[src/rtl/adc_seq_pkg.sv]
package adc_seq_pkg;

    localparam int MAX_CH = 6;
    localparam int CH_W   = 3;
    localparam int RES_W  = 14;
    localparam int SLOT_W = 16;
    localparam int LEAD_W = 2;
    localparam int PCNT_W = 3;

    typedef enum logic [1:0] {
        OP_ACQ   = 2'b00,
        OP_NAP   = 2'b01,
        OP_SLEEP = 2'b10,
        OP_WAKE  = 2'b11
    } cmd_op_e;

    typedef enum logic [1:0] {
        ST_IDLE,
        ST_TRAIN,
        ST_FRAME
    } seq_state_e;

    typedef struct packed {
        logic             vld;
        logic [CH_W-1:0]  ch;
        logic [RES_W-1:0] data;
    } word_t;

    // Number of convert pulses each command needs.
    function automatic logic [PCNT_W-1:0] pulses_for(cmd_op_e op);
        case (op)
            OP_NAP:   return PCNT_W'(2);
            OP_SLEEP: return PCNT_W'(4);
            default:  return PCNT_W'(1);
        endcase
    endfunction

    // Index of the last slot, with the channel request clamped to 1..MAX_CH.
    function automatic logic [CH_W-1:0] last_slot_of(logic [CH_W-1:0] req);
        if (req == '0)
            return '0;
        else if (req > CH_W'(MAX_CH))
            return CH_W'(MAX_CH - 1);
        else
            return req - CH_W'(1);
    endfunction

endpackage

[src/rtl/adc_sck_gen.sv]
module adc_sck_gen #(
    parameter int DIV = 4
) (
    input  logic clk,
    input  logic rst,
    input  logic en,
    output logic sck,
    output logic rise_stb,
    output logic fall_stb
);
    localparam int HALF = DIV / 2;
    localparam int PW   = (DIV > 2) ? $clog2(DIV) : 1;

    logic [PW-1:0] ph;
    logic          sck_q;

    assign rise_stb = en && (ph == PW'(HALF - 1));
    assign fall_stb = en && (ph == PW'(DIV - 1));
    assign sck      = sck_q;

    always_ff @(posedge clk) begin
        if (rst || !en) begin
            ph    <= '0;
            sck_q <= 1'b0;
        end else begin
            ph <= (ph == PW'(DIV - 1)) ? '0 : ph + PW'(1);
            if (rise_stb)
                sck_q <= 1'b1;
            else if (fall_stb)
                sck_q <= 1'b0;
        end
    end
endmodule

[src/rtl/adc_conv_pulser.sv]
module adc_conv_pulser #(
    parameter int HI    = 2,
    parameter int LO    = 2,
    parameter int CNT_W = 3
) (
    input  logic             clk,
    input  logic             rst,
    input  logic             start,
    input  logic [CNT_W-1:0] count,
    output logic             conv,
    output logic             done
);
    localparam int PER = HI + LO;
    localparam int PW  = $clog2(PER + 1);

    logic             active;
    logic [PW-1:0]    ph;
    logic [CNT_W-1:0] left;
    logic             conv_q;

    assign conv = conv_q;
    assign done = active && (ph == PW'(PER - 1)) && (left == CNT_W'(1));

    always_ff @(posedge clk) begin
        if (rst) begin
            active <= 1'b0;
            ph     <= '0;
            left   <= '0;
            conv_q <= 1'b0;
        end else if (start) begin
            active <= 1'b1;
            ph     <= '0;
            left   <= count;
            conv_q <= 1'b1;
        end else if (active) begin
            if (ph == PW'(PER - 1)) begin
                ph <= '0;
                if (left == CNT_W'(1)) begin
                    active <= 1'b0;
                end else begin
                    left   <= left - CNT_W'(1);
                    conv_q <= 1'b1;
                end
            end else begin
                ph <= ph + PW'(1);
                if (ph == PW'(HI - 1))
                    conv_q <= 1'b0;
            end
        end
    end
endmodule

[src/rtl/adc_slot_deser.sv]
module adc_slot_deser
    import adc_seq_pkg::*;
(
    input  logic            clk,
    input  logic            rst,
    input  logic            clear,
    input  logic            bit_stb,
    input  logic            sdo,
    input  logic [CH_W-1:0] last_slot,
    output word_t           word,
    output logic            all_done
);
    localparam int BW = $clog2(SLOT_W);

    logic [BW-1:0]    bit_pos;
    logic [CH_W-1:0]  slot;
    logic [RES_W-1:0] shreg;
    logic [RES_W-1:0] next_sh;

    assign next_sh = {shreg[RES_W-2:0], sdo};

    always_ff @(posedge clk) begin
        if (rst || clear) begin
            bit_pos  <= '0;
            slot     <= '0;
            shreg    <= '0;
            all_done <= 1'b0;
            word     <= '0;
        end else begin
            word.vld <= 1'b0;
            if (bit_stb) begin
                if (bit_pos >= BW'(LEAD_W))
                    shreg <= next_sh;
                if (bit_pos == BW'(SLOT_W - 1)) begin
                    bit_pos   <= '0;
                    slot      <= slot + CH_W'(1);
                    word.vld  <= 1'b1;
                    word.ch   <= slot;
                    word.data <= next_sh;
                    if (slot == last_slot)
                        all_done <= 1'b1;
                end else begin
                    bit_pos <= bit_pos + BW'(1);
                end
            end
        end
    end
endmodule

[src/rtl/adc_seq_host.sv]
module adc_seq_host
    import adc_seq_pkg::*;
#(
    parameter int SCK_DIV  = 4,
    parameter int PULSE_HI = 2,
    parameter int PULSE_LO = 2
) (
    input  logic             clk,
    input  logic             rst,
    input  logic             cmd_valid,
    input  logic [1:0]       cmd_op,
    input  logic [CH_W-1:0]  cmd_nch,
    input  logic             adc_sdo,
    output logic             adc_conv,
    output logic             adc_sck,
    output logic             busy,
    output logic             res_valid,
    output logic [CH_W-1:0]  res_ch,
    output logic [RES_W-1:0] res_data
);
    seq_state_e      state;
    cmd_op_e         op_q;
    logic [CH_W-1:0] last_slot_q;
    logic            accept;
    logic            train_done;
    logic            sck_rise;
    logic            sck_fall;
    logic            frame_done;
    word_t           word;

    assign accept = cmd_valid && (state == ST_IDLE);
    assign busy   = (state != ST_IDLE);

    adc_conv_pulser #(
        .HI    (PULSE_HI),
        .LO    (PULSE_LO),
        .CNT_W (PCNT_W)
    ) i_pulser (
        .clk   (clk),
        .rst   (rst),
        .start (accept),
        .count (pulses_for(cmd_op_e'(cmd_op))),
        .conv  (adc_conv),
        .done  (train_done)
    );

    adc_sck_gen #(
        .DIV (SCK_DIV)
    ) i_sck (
        .clk      (clk),
        .rst      (rst),
        .en       (state == ST_FRAME),
        .sck      (adc_sck),
        .rise_stb (sck_rise),
        .fall_stb (sck_fall)
    );

    adc_slot_deser i_deser (
        .clk       (clk),
        .rst       (rst),
        .clear     (accept),
        .bit_stb   (sck_rise),
        .sdo       (adc_sdo),
        .last_slot (last_slot_q),
        .word      (word),
        .all_done  (frame_done)
    );

    assign res_valid = word.vld;
    assign res_ch    = word.ch;
    assign res_data  = word.data;

    always_ff @(posedge clk) begin
        if (rst) begin
            state       <= ST_IDLE;
            op_q        <= OP_ACQ;
            last_slot_q <= '0;
        end else begin
            case (state)
                ST_IDLE: begin
                    if (accept) begin
                        state       <= ST_TRAIN;
                        op_q        <= cmd_op_e'(cmd_op);
                        last_slot_q <= last_slot_of(cmd_nch);
                    end
                end
                ST_TRAIN: begin
                    if (train_done)
                        state <= (op_q == OP_ACQ) ? ST_FRAME : ST_IDLE;
                end
                ST_FRAME: begin
                    if (sck_fall && frame_done)
                        state <= ST_IDLE;
                end
                default: state <= ST_IDLE;
            endcase
        end
    end
endmodule


[config.mk]
export PLATFORM = sky130hd
export DESIGN_NAME = adc_seq_host
export DESIGN_NICKNAME = d
export VERILOG_FILES = /design/src/rtl/adc_seq_pkg.sv /design/src/rtl/adc_sck_gen.sv /design/src/rtl/adc_conv_pulser.sv /design/src/rtl/adc_slot_deser.sv /design/src/rtl/adc_seq_host.sv
export SDC_FILE = /design/constraint.sdc
export NUM_CORES = 1
export LEC_CHECK = 0
export CELL_PAD_IN_SITES_DETAIL_PLACEMENT = 1
export CELL_PAD_IN_SITES_GLOBAL_PLACEMENT = 1
export CORE_ASPECT_RATIO = 1.25
export CORE_MARGIN = 4
export CORE_UTILIZATION = 38
export DETAILED_ROUTE_END_ITERATION = 6
export PLACE_DENSITY = 0.76
export REMOVE_ABC_BUFFERS = 1
export SYNTH_ARGS = -nofsm -noshare
export SYNTH_HDL_FRONTEND = slang
export SYNTH_SLANG_ARGS = --single-unit
[constraint.sdc]
create_clock -name clk -period 1.54 [get_ports clk]
set_input_delay 0.308 -clock clk [delete_from_list [all_inputs] [get_ports clk]]
set_output_delay 0.308 -clock clk [all_outputs]
set_load 0.01 [all_outputs]
==> results of run 1 <==
## metal layers
layer	GRT usage, %	routed length (µm)
met5	0	0
met4	10.5	129
met3	3.13	274
met2	29.3	3640
met1	20.0	2780
## cells by family (layout without fill, tap and decap cells)
family          Yosys count  in the layout  synth area share (%)
compound gates           91             91                  19.2
xor+xnor                  5              5                  1.67
fa+ha+maj                14             14                  6.70
buf+inv                  36             87                  7.03
flops                    57             57                  43.6
mux                       1              1                 0.383
simple gates             93             94                  21.4
## repair_timing
| item | 4_1_cts | 5_1_grt |
|---|---|---|
| setup buffers | 0 | 1 |
| setup endpoints to repair | 2 | 41 |
| resized for setup | 6 | 26 |
| cloned | 0 | 2 |
| pin swaps | 0 | 3 |
## flip-flops by register name, indices dropped and copies added, names as in the netlist, 2 cells and up
register         cells
last_slot_q          3
i_deser.slot         3
i_deser.shreg       13
i_pulser.ph          3
state                2
i_pulser.left        3
i_sck.ph             2
op_q                 2
i_deser.word        18
i_deser.bit_pos      4
## power groups by stage
stage / logic [mW] / registers (mW) / clock network [mW]
2_1_floorplan: 0.105 / 1.55 / 0
3_3_place_gp: 0.206 / 1.55 / 0
3_5_place_dp: 0.214 / 1.55 / 0
4_1_cts: 0.213 / 1.52 / 1.44
5_1_grt: 0.233 / 1.52 / 1.50
6_report: 0.209 / 1.52 / 1.41
## cell type report
class / count / area, µm² / share of cell area [%]
Multi-Input combinational cell: 205 / 1320 / 38.9
Clock buffer: 12 / 155 / 4.58
Inverter: 13 / 48.8 / 1.44
Clock inverter: 3 / 40.0 / 1.18
Sequential cell: 57 / 1140 / 33.7
Timing Repair Buffer: 59 / 574 / 16.9
Tap cell: 87 / 109 / 3.21
## per-stage QoR
step | hold slack, ns | total power, mW | worst slack [ns]
floorplan | 0.377 | 1.65 | -0.211
global placement | 0.448 | 1.75 | -0.250
detailed placement | 0.462 | 1.76 | -0.292
CTS | 0.470 | 3.17 | 0.00364
global route | 0.494 | 3.26 | -0.0160
finish | 0.467 | 3.14 | 0.0398
## path summary, 6_finish.rpt
path / endpoint / slack (ns) / depth (start not counted)
worst max-delay path: res_data[5] / 0.04 / 1
worst min register to register: op_q[1] / 0.47 / 2
worst max register to register: i_deser.slot[0] / 0.08 / 6
worst min-delay path: op_q[1] / 0.47 / 2
## cell usage after synthesis, drive strengths merged
cell     count
o2111ai      1
or3b         1
or4          1
nand4        2
a2111oi      1
a31o         1
a211oi       2
a32o         1
nand3b       5
and4         1
nand2        7
a22o         2
nor3         3
o211ai       1
or3          3
and4b        1
inv         13
nor2b        2
xnor2        5
clkbuf       9
nor2         9
or2          2
a21o         1
a311oi       2
and2         1
nor3b        1
nor4         4
nor4b        1
mux2i        1
a31oi        1
dfxtp       57
ha          14
nand4b       1
buf         14
nand2b       5
o2bb2ai      1
a21oi       41
o21ai       36
and3         1
nand3       39
and3b        3
==> impl_results.md, run 1 <==
- Status: completed
- Delay-heaviest family, CP: buffers and inverters
- Setup TNS: 0 ns
- Worst path slowest cell: clkdlybuf4s50_1
- Layout Skew: 0.00648 ns
- First-pass DRT Iterations: 4
- CTS clk-pin slew, worst paths: 0.07 ns
- DP HPWL: 4670 µm
- DRT iter0 DRCs: 101
- Min Tclk post-route: 1.50 ns
- Most common cell after layout, fill and taps aside: dfxtp_1
- CP Launch Type: register
- Most frequent cells in the layout: dfxtp_1 (55), a21oi_1 (40), nand3_1 (39), o21ai_0 (32), buf_4 (26)
- Worst-path fanout max: 2
- Part of the power in registers: 48.3%
- Max IR drop VDD: 0.571 mV
- Reg-to-reg startpoint: i_deser.bit_pos[0]
- Share of layout cells above drive strength 1: 18.3%
- Sequential-to-total area share from yosys stat: 43.6%
- Pin count of the biggest net entering global routing: 39
- Clock power frac: 45.0%
- Flops & latches, synth: 57
- Slew Viols, Final: 0
- Average vias per placed instance: 5.43
- Syn_area_per_cell: 8.80 µm²
- Slowest stage delay, CP: 0.53 ns
- Drt total wl: 6830 µm
- Row cnt: 33
- H-tree depth: 3
- Leakage: 1.46 nW
- Slew HR: 75.3%
- Cell Count, Final, Fillers Out: 436
- Die Span Y: 101 µm
- Power density over the cells: 926 mW/mm²
- Die W: 82.2 µm
- PortBufs: 29
- Total grt overflow: 0
- Clk sinks: 57
- Worst skew pair latency: 0.34 ns
- DR WL/cell: 15.7 µm
- DP Cell Count: 418
- Core area: 0.00661 mm²
- Final Core Density: 51.3%
- Top post-synthesis cells by area: dfxtp_1 (44%), a21oi_1 (7.8%), nand3_1 (7.5%)
- Sw Share: 22.9%
- Hold Startpoint: op_q[1]
- Crit path from: i_deser.word[5]
- Clk buf depth: 2
- CTS tree: done
- Root Driver: clkbuf_8
- Area leader, netlist: dfxtp_1
- Internal Power: 2.42 mW
- HP Class: reg2reg
- Hold buffer count at cts: 0
- Buf+Inv Stages, Crit Path: 1
- CTS buffer count: 9
- Syn Inst Count: 297
- Antenna violations before repair: 0
- First-pass GRT wire length: 11,100 µm
- IO Pins: 30
- Top-area cell type share of the netlist area: 43.6%
- Post-route cell area: 0.00339 mm²
- Final nets: 368
- Initial Util: 39.6%
- Antenna diodes: 0
- RSZ-0062 raised after global routing: true
- Synth warn: 0
- Comb pwr share: 6.7%
- Maxcap violations: 0
- Crit share post-route: 97.4%
- Total GRT Usage: 17.4%
- Worst-Margin Slew: 0.362 ns
- Area Overhead vs Synth: 29.6%
- Crit path DAT: 1.19 ns
- Placed Area: 0.00311 mm²
- RePlAce Congestion: 0.840
- Psw: 719 µW
- Vias in the first global route: 2,379
- Crit Path Category: reg2out
- Die Area: 0.00828 mm²
- Worst path cell trace: clkdlybuf4s50_1
- Final Setup Violations: 0
- Synthesized cell area: 0.00262 mm²
- Antenna-violating nets left: 0
- Hold Fails Final Rpt: 0
- Vias: 2,368
- Fill count: 790
- DRC errors left: 0
- Distinct cells, synth: 46
- Crit end category: primary output
- WP data required: 1.23 ns
- Peak Freq: 667 MHz
Note: power is estimated with default switching activity, not from simulation.
==> run 2: changes to the inputs <==
==> constraint.sdc (replaced) <==
create_clock -name clk -period 1.54 [get_ports clk]
set_input_delay 0.154 -clock clk [delete_from_list [all_inputs] [get_ports clk]]
set_output_delay 0.154 -clock clk [all_outputs]
set_load 0.01 [all_outputs]
==> impl_results.md, run 2 (synthesized netlist as in run 1, its figures left out) <==
- Placed Area: 0.00309 mm²
- Crit end category: register
- Row cnt: 33
- Slowest stage delay, CP: 0.61 ns
- PortBufs: 29
- Crit path DAT: 1.68 ns
- Fill count: 792
- Core area: 0.00661 mm²
- Clock power frac: 42.3%
- Antenna diodes: 0
- RSZ-0062 raised after global routing: false
- Clk sinks: 57
- Part of the power in registers: 50.8%
- Post-route cell area: 0.00337 mm²
- Vias: 2,340
- Most frequent cells in the layout: dfxtp_1 (55), a21oi_1 (41), nand3_1 (39), o21ai_0 (30), clkdlybuf4s50_1 (28)
- Area Overhead vs Synth: 28.9%
- Status: completed
- Min Tclk post-route: 1.46 ns
- Leakage: 1.20 nW
- Average vias per placed instance: 5.38
- First-pass GRT wire length: 10,700 µm
- Largest regs: i_deser.word (18), i_deser.shreg (13), i_deser.bit_pos (4)
- Pin count of the biggest net entering global routing: 39
- Final Setup Violations: 0
- Drt total wl: 6590 µm
- CTS tree: done
- GR peak layer: met2
- Multi-input gate area: 0.00132 mm²
- Crit share post-route: 94.6%
- Max IR drop VDD: 0.414 mV
- Hold Fails Final Rpt: 0
- H-tree depth: 3
- Slew Viols, Final: 0
- Most common cell after layout, fill and taps aside: dfxtp_1
- Total grt overflow: 0
- Initial Util: 39.6%
- Die Span Y: 101 µm
- CTS clk-pin slew, worst paths: 0.07 ns
- DRT iter0 DRCs: 104
- GR met2 Demand/Resource: 28.3%
- Peak Freq: 686 MHz
- Storage cell area: 0.00114 mm²
- Sw Share: 24.1%
- Internal Power: 2.27 mW
- Die W: 82.2 µm
- Root Driver: clkbuf_8
- Layout Skew: 0.00628 ns
- Worst-Margin Slew: 0.408 ns
- CP Launch Type: register
- DR WL/cell: 15.1 µm
- Largest register FFs: 18
- Vias in the first global route: 2,311
- WP data required: 1.77 ns
- DRC errors left: 0
- Most flops, register: i_deser.word
- Worst skew pair latency: 0.34 ns
- Slew HR: 72.7%
- Cell Count, Final, Fillers Out: 435
- Crit Path Category: reg2reg
- Worst path slowest cell: or4_4
- First-pass DRT Iterations: 4
- Antenna violations before repair: 0
- HP Class: in2reg
- IO Pins: 30
- Clk buf depth: 2
- DP Cell Count: 415
- Comb pwr share: 6.9%
- Die Area: 0.00828 mm²
- Met1 GRT Util: 19.4%
- Worst path cell trace: buf_4 > or4_4 > nand3_1 > a21oi_1
- M3 GR Usage: 5.01%
- Psw: 718 µW
- Worst-path fanout max: 13
- Share of layout cells above drive strength 1: 16.7%
- Maxcap violations: 0
- RePlAce Congestion: 0.804
- CTS buffer count: 9
- Total GRT Usage: 16.8%
- Antenna-violating nets left: 0
- Final nets: 366
- DP HPWL: 4490 µm
- Power density over the cells: 886 mW/mm²
## run 2: cell types whose count changed in the layout (fill, tap and decap cells not counted), moves of 2 or more
cell,before,now
buf_4,26,23
clkbuf_1,1,3
clkbuf_16,0,2
clkdlybuf4s50_1,14,28
dlymetal6s2s_1,13,0
ha_2,3,0
ha_4,0,2
o21ai_0,32,30
o21ai_1,4,6
## run 2: path summary, 6_finish.rpt
kind	slack, ns	end	startpoint	cells after the start
setup reg to reg	0.08	i_deser.shreg[4]	i_deser.bit_pos[1]	4
setup / recovery	0.08	i_deser.shreg[4]	i_deser.bit_pos[1]	4
hold / removal	0.42	i_deser.shreg[0]	adc_sdo	3
hold reg to reg	0.47	op_q[0]	op_q[0]	2
## run 2: stage by stage
stage               power (mW)  setup WS [ns]  util (%)  hold WS, ns  TNS, ns
floorplan                 1.65         -0.211         -        0.223    -5.90
global placement          1.75         -0.108      46.8        0.448    -3.56
detailed placement        1.76         -0.128      46.8        0.465    -4.32
CTS                       3.02         0.0394      49.4        0.406        0
global route              3.11       0.000259      51.0        0.444        0
finish                    2.99         0.0824      51.0        0.419        0
## run 2: timing repair
item / CTS / global route
setup endpoints to repair: 1 / 18
hold buffers: 0 / 0
buffers inserted: 0 / 1
gates cloned: 0 / 3
pin swaps: 0 / 4
gates resized for setup: 1 / 16
## run 2: routing by layer
| metal | vias up | routed length [µm] |
|---|---|---|
| met5 | - | 0 |
| met3 | 11 | 251 |
| met2 | 34 | 3510 |
| li1 | 1158 | - |
| met4 | 0 | 95 |
| met1 | 1137 | 2740 |
## run 2: power groups by stage
| stage | Combinational, mW | Sequential, mW | Clock [mW] |
|---|---|---|---|
| 2_1_floorplan | 0.105 | 1.55 | 0 |
| 3_3_place_gp | 0.201 | 1.55 | 0 |
| 3_5_place_dp | 0.206 | 1.55 | 0 |
| 4_1_cts | 0.206 | 1.52 | 1.30 |
| 5_1_grt | 0.229 | 1.52 | 1.37 |
| 6_report | 0.205 | 1.52 | 1.26 |
## run 2: cell type report
| class | instances | share of cell area (%) |
|---|---|---|
| timing repair buffer | 58 | 17.0 |
| inverter | 13 | 1.45 |
| clock inverter | 2 | 0.371 |
| multi-input combinational | 204 | 39.1 |
| tap | 87 | 3.23 |
| sequential | 57 | 33.9 |
| clock buffer | 14 | 4.83 |
## run 2: critical path: cells and delay by family (launching register included)
kind                   cells  cell delay, ns
buffers and inverters      1            0.17
DFF                        1            0.35
AOI/OAI and AO/OA          1            0.07
and+or+nand+nor            2            0.75
